==> src/rtl/ccp_pkg.sv <==
package ccp_pkg;

    // register locations
    localparam logic [1:0] LOC_CTRL = 2'd0;
    localparam logic [1:0] LOC_DLO  = 2'd1;
    localparam logic [1:0] LOC_DHI  = 2'd2;

    // mode codes
    localparam logic [3:0] MD_OFF      = 4'b0000;
    localparam logic [3:0] MD_CAP_FALL = 4'b0100;
    localparam logic [3:0] MD_CAP_RISE = 4'b0101;
    localparam logic [3:0] MD_CAP_R4   = 4'b0110;
    localparam logic [3:0] MD_CAP_R16  = 4'b0111;
    localparam logic [3:0] MD_CMP_HI   = 4'b1000;
    localparam logic [3:0] MD_CMP_LO   = 4'b1001;
    localparam logic [3:0] MD_CMP_FLAG = 4'b1010;
    localparam logic [3:0] MD_CMP_EVT  = 4'b1011;

    function automatic logic mode_is_cap(input logic [3:0] m);
        return m[3:2] == 2'b01;
    endfunction

    function automatic logic mode_is_cmp(input logic [3:0] m);
        return m[3:2] == 2'b10;
    endfunction

    function automatic logic mode_is_pwm(input logic [3:0] m);
        return m[3:2] == 2'b11;
    endfunction

endpackage

==> src/rtl/ccp_cap_edge.sv <==
// Synchronizes the capture pin and turns selected edges into capture events,
// with an optional edge prescaler.
module ccp_cap_edge import ccp_pkg::*; #(
    parameter int SYNC_N = 2,
    parameter int PRE_LO = 4,
    parameter int PRE_HI = 16
) (
    input  logic       clk,
    input  logic       rst_n,
    input  logic       pin,
    input  logic [3:0] mode,
    input  logic       cnt_clr,
    output logic       cap_evt
);
    localparam int PRE_W = $clog2(PRE_HI);

    typedef struct packed {
        logic [SYNC_N-1:0] sync;
        logic              last;
        logic [PRE_W-1:0]  cnt;
    } edge_st_t;

    edge_st_t st_d, st_q;
    logic rise, fall;

    always_comb begin
        st_d    = st_q;
        cap_evt = 1'b0;
        st_d.sync = {st_q.sync[SYNC_N-2:0], pin};
        st_d.last = st_q.sync[SYNC_N-1];
        rise = st_q.sync[SYNC_N-1] & ~st_q.last;
        fall = ~st_q.sync[SYNC_N-1] & st_q.last;

        case (mode)
            MD_CAP_FALL: cap_evt = fall;
            MD_CAP_RISE: cap_evt = rise;
            MD_CAP_R4: begin
                if (rise) begin
                    if (st_q.cnt >= PRE_W'(PRE_LO - 1)) begin
                        cap_evt  = 1'b1;
                        st_d.cnt = '0;
                    end else begin
                        st_d.cnt = st_q.cnt + 1'b1;
                    end
                end
            end
            MD_CAP_R16: begin
                if (rise) begin
                    if (st_q.cnt == PRE_W'(PRE_HI - 1)) begin
                        cap_evt  = 1'b1;
                        st_d.cnt = '0;
                    end else begin
                        st_d.cnt = st_q.cnt + 1'b1;
                    end
                end
            end
            default: st_d.cnt = '0;
        endcase

        if (cnt_clr) begin
            st_d.cnt = '0;
        end
    end

    always_ff @(posedge clk or negedge rst_n) begin
        if (!rst_n) begin
            st_q <= '0;
        end else begin
            st_q <= st_d;
        end
    end

endmodule

==> src/rtl/ccp_cmp_match.sv <==
// Reports a match only on the cycle the timer enters equality.
module ccp_cmp_match #(
    parameter int TW = 16
) (
    input  logic          clk,
    input  logic          rst_n,
    input  logic [TW-1:0] tmr,
    input  logic [TW-1:0] ref_val,
    output logic          hit
);
    typedef struct packed {
        logic eq;
    } cmp_st_t;

    cmp_st_t st_d, st_q;
    logic    eq_now;

    always_comb begin
        eq_now  = (tmr == ref_val);
        st_d    = st_q;
        st_d.eq = eq_now;
        hit     = eq_now & ~st_q.eq;
    end

    always_ff @(posedge clk or negedge rst_n) begin
        if (!rst_n) begin
            st_q <= '0;
        end else begin
            st_q <= st_d;
        end
    end

endmodule

==> src/rtl/ccp_pwm_core.sv <==
// PWM level generator with a duty shadow loaded at each period start.
module ccp_pwm_core #(
    parameter int DW = 10
) (
    input  logic          clk,
    input  logic          rst_n,
    input  logic          en,
    input  logic          start,
    input  logic [DW-1:0] count,
    input  logic [DW-1:0] duty,
    output logic          level
);
    typedef struct packed {
        logic [DW-1:0] shadow;
        logic          lvl;
    } pwm_st_t;

    pwm_st_t st_d, st_q;

    always_comb begin
        st_d = st_q;
        if (!en) begin
            st_d = '0;
        end else if (start) begin
            st_d.shadow = duty;
            st_d.lvl    = (duty != '0);
        end else if (count == st_q.shadow) begin
            st_d.lvl = 1'b0;
        end
        level = st_q.lvl;
    end

    always_ff @(posedge clk or negedge rst_n) begin
        if (!rst_n) begin
            st_q <= '0;
        end else begin
            st_q <= st_d;
        end
    end

endmodule

==> src/rtl/ccp_unit.sv <==
// Capture / compare / PWM channel: register file, mode decode, flag and pulses.
module ccp_unit import ccp_pkg::*; #(
    parameter int BW     = 8,
    parameter int FW     = 2,
    parameter int SYNC_N = 2,
    parameter int PRE_LO = 4,
    parameter int PRE_HI = 16
) (
    input  logic            clk,
    input  logic            rst_n,
    input  logic            reg_we,
    input  logic [1:0]      reg_addr,
    input  logic [BW-1:0]   reg_wdata,
    output logic [BW-1:0]   reg_rdata,
    input  logic [2*BW-1:0] base_tmr,
    input  logic [BW-1:0]   per_cnt,
    input  logic [FW-1:0]   per_fine,
    input  logic            per_start,
    input  logic            cap_pin,
    input  logic            adc_en,
    input  logic            irq_clr,
    output logic            ccp_out,
    output logic            irq_flag,
    output logic            tmr_clear,
    output logic            adc_go
);
    localparam int TW = 2 * BW;
    localparam int DW = BW + FW;
    localparam int CW = FW + 4;

    typedef struct packed {
        logic [CW-1:0] ctrl;
        logic [TW-1:0] dat;
        logic          cmp_out;
        logic          flag;
        logic          tmr_rst;
        logic          adc_req;
    } unit_st_t;

    unit_st_t st_d, st_q;

    logic [3:0]    mode_q;
    logic [FW-1:0] duty_fine;
    logic          mode_chg;
    logic          cap_evt;
    logic          cmp_hit;
    logic          pwm_lvl;
    logic          flag_set;

    assign mode_q    = st_q.ctrl[3:0];
    assign duty_fine = st_q.ctrl[CW-1:4];
    assign mode_chg  = reg_we && (reg_addr == LOC_CTRL) && (reg_wdata[3:0] != mode_q);

    ccp_cap_edge #(
        .SYNC_N (SYNC_N),
        .PRE_LO (PRE_LO),
        .PRE_HI (PRE_HI)
    ) u_edge (
        .clk     (clk),
        .rst_n   (rst_n),
        .pin     (cap_pin),
        .mode    (mode_q),
        .cnt_clr (mode_chg),
        .cap_evt (cap_evt)
    );

    ccp_cmp_match #(
        .TW (TW)
    ) u_cmp (
        .clk     (clk),
        .rst_n   (rst_n),
        .tmr     (base_tmr),
        .ref_val (st_q.dat),
        .hit     (cmp_hit)
    );

    ccp_pwm_core #(
        .DW (DW)
    ) u_pwm (
        .clk   (clk),
        .rst_n (rst_n),
        .en    (mode_is_pwm(mode_q)),
        .start (per_start),
        .count ({per_cnt, per_fine}),
        .duty  ({st_q.dat[BW-1:0], duty_fine}),
        .level (pwm_lvl)
    );

    always_comb begin
        st_d         = st_q;
        st_d.tmr_rst = 1'b0;
        st_d.adc_req = 1'b0;
        flag_set     = 1'b0;

        // register writes
        if (reg_we) begin
            case (reg_addr)
                LOC_CTRL: st_d.ctrl           = reg_wdata[CW-1:0];
                LOC_DLO:  st_d.dat[BW-1:0]    = reg_wdata;
                LOC_DHI:  st_d.dat[TW-1:BW]   = reg_wdata;
                default:  ;
            endcase
        end

        if (mode_q == MD_OFF) begin
            st_d.cmp_out = 1'b0;
        end

        // capture overrides a same-cycle data write
        if (mode_is_cap(mode_q) && cap_evt) begin
            st_d.dat = base_tmr;
            flag_set = 1'b1;
        end

        if (mode_is_cmp(mode_q) && cmp_hit) begin
            flag_set = 1'b1;
            case (mode_q)
                MD_CMP_HI: st_d.cmp_out = 1'b1;
                MD_CMP_LO: st_d.cmp_out = 1'b0;
                MD_CMP_EVT: begin
                    st_d.tmr_rst = 1'b1;
                    st_d.adc_req = adc_en;
                end
                default: ;
            endcase
        end

        if (flag_set) begin
            st_d.flag = 1'b1;
        end else if (irq_clr) begin
            st_d.flag = 1'b0;
        end

        // read mux
        case (reg_addr)
            LOC_CTRL: reg_rdata = {{(BW-CW){1'b0}}, st_q.ctrl};
            LOC_DLO:  reg_rdata = st_q.dat[BW-1:0];
            LOC_DHI:  reg_rdata = st_q.dat[TW-1:BW];
            default:  reg_rdata = '0;
        endcase
    end

    always_ff @(posedge clk or negedge rst_n) begin
        if (!rst_n) begin
            st_q <= '0;
        end else begin
            st_q <= st_d;
        end
    end

    assign ccp_out   = mode_is_pwm(mode_q) ? pwm_lvl : st_q.cmp_out;
    assign irq_flag  = st_q.flag;
    assign tmr_clear = st_q.tmr_rst;
    assign adc_go    = st_q.adc_req;

endmodule

==> config.mk <==
export PLATFORM = sky130hd
export DESIGN_NAME = ccp_unit
export DESIGN_NICKNAME = d
export VERILOG_FILES = /design/src/rtl/ccp_pkg.sv /design/src/rtl/ccp_cap_edge.sv /design/src/rtl/ccp_cmp_match.sv /design/src/rtl/ccp_pwm_core.sv /design/src/rtl/ccp_unit.sv
export SDC_FILE = /design/constraint.sdc
export NUM_CORES = 1
export LEC_CHECK = 0
export ABC_AREA = 1
export BUFFER_PORTS_ARGS = -buffer_cell sky130_fd_sc_hd__buf_2
export CAP_MARGIN = 20
export CORE_ASPECT_RATIO = 1.25
export CORE_MARGIN = 10
export CORE_UTILIZATION = 40
export CTS_CLUSTER_DIAMETER = 120
export DETAILED_ROUTE_END_ITERATION = 8
export PLACE_DENSITY = 0.68
export SLEW_MARGIN = 20
export SYNTH_ARGS = -nofsm -noshare
export SYNTH_HDL_FRONTEND = slang
export SYNTH_SLANG_ARGS = --single-unit
==> constraint.sdc <==
create_clock -name clk -period 1.8 [get_ports clk]
set_input_delay 0 -clock clk [delete_from_list [all_inputs] [get_ports clk]]
set_output_delay 0 -clock clk [all_outputs]
set_load 0.05 [all_outputs]
==> impl_metrics.csv <==
group,metric,value,unit
sta,max-slew-margin-rel,0.621,
worst_setup_path,crit_top_cell,"nand2_1",
yosys,synth_seq_cells,45,
final_layout,layout-drive-gt1-share,0.222,
power,total_power,3.19,mW
worst_setup_path,critPathLaunchType,"flop",
power,internal_power,2.06,mW
yosys,yosysWarnings,0,
yosys,netlist_area,2800,um^2
worst_setup_path,required,1.99,ns
route,routed-wl-met2,3.75,mm
cts,numCtsBuffers,5,
route,vias_per_cell,4.86,
yosys,seq_area_frac_synth,0.403,
sta,slew_viol_final,0,
sta,finalSetupTns,0,ns
sta,period_share,0.887,
placement,dp_hpwl,5.78,mm
sta,finalHoldViolations,0,
yosys,syn-num-nets,417,
sta,tightestPinTransition,0.569,ns
placement,dp.cells,514,
outcome,status,"finished, final reports clean",
route,wl_met1,3.24,mm
power,pwr-share-clk,0.284,
power,p_comb_frac,0.310,
placement,gp_congestion,0.910,
route,drt_pass1_iterations,4,
yosys,syn_area_per_cell,7.50,um^2
final_layout,n_antenna_cell,0,
route,drtAntennaViolNets,0,
floorplanning,initial_core_util,0.406,
route,vias,2671,
route,drc,0,
worst_setup_path,path_cells,"ha_1, nor2_1, nand2_1, nand3_2, nand2_2, nand2_8, inv_6, nand2_1, nand3_1",
cts,root_buffer,"clkbuf_8",
grt,grt_pass1_vias,2711,
final_layout,nNetsFinal,503,
route,route.met3.wl,349,um
job,max-cap-violations,0,
worst_hold_path,hp-class,"in2reg",
floorplanning,die_x,94.8,um
sta,grt_setup_unrepaired,"no",
route,drt-total-wl,7.58,mm
worst_setup_path,end_kind,"flop",
cts,cts_sinks,45,
cts,cts.reportedPaths.clkPinSlew,0.09,ns
final_layout,instances_no_fill,550,
floorplanning,core_region_area,6890,um^2
worst_setup_path,timing_worst_setup_path_type,"reg2reg",
sta,fin_skew,0.00488,ns
placement,io_buffers,54,
floorplanning,die-area,10800,um^2
power,p_sw,1.13,mW
grt,grt_overflow_total,0,
power,sw_frac_of_total,0.354,
floorplanning,die_h,114,um
grt,antenna_found_initial,0,
sta,fmax,626,MHz
power,ir_drop,0.457,mV
final_layout,area_growth,27.6,%
worst_setup_path,timing.critical_path.buf_inv,1,
power,seq_power_share,0.407,
worst_setup_path,max_stage_delay,0.40,ns
route,wl_per_cell,13.8,um
worst_setup_path,crit_family,"simple AND/OR/NAND/NOR gates",
route,top_layer_used,"met4",
worst_setup_path,arrival,1.79,ns
power,p_per_area,893,nW/um^2
floorplanning,rows,34,
grt,gr-usage-all-layers,0.145,
sta,setup_viol,0,
worst_setup_path,slowest_stage,"dfrtp_1",
floorplanning,ioPinCount,55,
worst_setup_path,critPathMaxFanout,34,
cts,cts_tree,"yes",
yosys,ys_types,32,
cts,clkLatencyLatePin,0.30,ns
cts,htreeDepth,2,
grt,grt_max_degree,46,
grt,grt_pass1_wl,12.6,mm
route,drtIter0Drc,155,
power,leakage,1.83,nW
cts,clockBufferDepth,2,
yosys,syn_inst,373,
sta,period_needed,1.60,ns
[cell usage in the layout, fill, tap and decap left out]
cell type,n
o21ai_0,15
nand2_1,81
o211ai_1,1
o21ai_2,1
dlygate4sd3_1,28
nor3_1,6
clkinv_1,1
nand2_2,14
inv_6,1
o221ai_1,6
o22ai_1,11
a21oi_1,1
ha_1,1
nand2_8,1
dfrtp_1,45
buf_4,4
nand3_1,49
nor4_1,2
nor3b_1,1
buf_2,54
nor2_1,25
bufinv_16,2
nor2_4,2
clkinv_2,1
nand3_2,11
clkbuf_8,5
xor2_1,7
inv_1,63
xnor2_1,8
nor2_2,2
inv_2,3
nand4_1,7
or2_2,1
[worst register-to-register path, stage by stage, from the launching register on]
cell	delay [ns]
dfrtp_1	0.40
ha_1	0.24
nor2_1	0.11
nand2_1	0.08
nand3_2	0.08
nand2_2	0.08
nand2_8	0.19
inv_6	0.14
nand2_1	0.09
nand3_1	0.08
[logic make-up after synthesis]
group / after synthesis / share of synthesized area
and+or+nand+nor: 202 / 0.353
DFF: 45 / 0.403
adders and majority gates: 1 / 0.00447
buffers and inverters: 75 / 0.115
AOI/OAI and AO/OA: 35 / 0.0778
xor gates and xnor gates: 15 / 0.0470
[cells in the mapped netlist]
master	count	area (um^2)
nand2_2	14	87.6
dfrtp_1	45	1130
nor3b_1	1	7.51
clkinv_1	1	3.75
nor2_4	2	22.5
nand4_1	7	43.8
inv_1	63	236
nand2_1	81	304
o22ai_1	11	68.8
buf_12	1	20.0
xor2_1	7	61.3
ha_1	1	12.5
nor2_1	25	93.8
xnor2_1	8	70.1
or2_2	1	6.26
nand3_2	11	110
a21oi_1	1	5.00
buf_6	2	22.5
buf_2	1	5.00
nor2_2	2	12.5
nor3_1	6	30.0
o21ai_2	1	8.76
inv_6	1	8.76
clkbuf_1	2	7.51
o221ai_1	6	52.6
nand3_1	49	245
o21ai_0	15	75.1
inv_2	3	11.3
nand2_4	1	11.3
nor4_1	2	12.5
o211ai_1	1	7.51
buf_4	1	7.51
[stage by stage]
| step | hold slack (ns) | instance area (um^2) | worst slack (ns) | util |
|---|---|---|---|---|
| floorplan | -0.296 | 2800 | 0.160 | - |
| global placement | 0.109 | 3150 | 0.159 | 0.457 |
| detailed placement | 0.113 | 3150 | 0.116 | 0.457 |
| CTS | 0.0653 | 3560 | 0.108 | 0.517 |
| global route | 0.0946 | 3570 | 0.0894 | 0.518 |
| finish | 0.0759 | 3570 | 0.203 | 0.518 |
[final timing paths]
kind	startpoint	to	slack, ns	cells past startpoint
setup / recovery	u_edge.st_q[0]	st_q[4]	0.20	9
hold / removal	per_start	u_pwm.level	0.08	5
setup reg to reg	u_edge.st_q[0]	st_q[4]	0.20	9
hold reg to reg	u_edge.st_d[6]	u_edge.st_d[4]	0.35	0
max in group asynchronous	rst_n	u_edge.st_q[2]	1.10	3
min in group asynchronous	rst_n	st_q[11]	0.30	3
[sequential cells by signal, indices dropped and copies added (netlist names)]
name / count
irq_flag: 1
mode_q: 4
u_edge.st_d: 2
adc_go: 1
duty_fine: 2
st_q: 17
u_pwm.level: 1
u_pwm.st_q: 10
u_cmp.st_q: 1
tmr_clear: 1
u_edge.st_q: 5
[timing repair]
item / CTS / global route
resized for setup: 0 / 1
setup buffers: 0 / 0
endpoints found under the hold margin: 70 / 0
endpoints found under the setup margin: 0 / 8
hold buffers: 28 / 0
[power by group through the flow]
stage               registers, mW  logic, mW  clock network, mW
finish                       1.30      0.988              0.904
detailed placement           1.31      0.933                  0
floorplan                    1.28      0.682                  0
global route                 1.32       1.10              0.977
global placement             1.31      0.913                  0
CTS                          1.29      0.985              0.931
[final cells by class]
class	instances	area [um^2]
Clock buffer	5	68.8
Clock inverter	3	65.1
Fill cell	663	3320
Inverter	68	260
Multi-Input combinational cell	253	1360
Sequential cell	45	1130
Tap cell	90	113
Timing Repair Buffer	86	581
[metal layers]
metal / vias up / GRT usage
met1: 1200 / 0.170
met3: 17 / 0.0243
met2: 85 / 0.247
met4: 0 / 0.0720
met5: - / 0
li1: 1369 / -
Note: power is estimated with default switching activity, not from simulation.
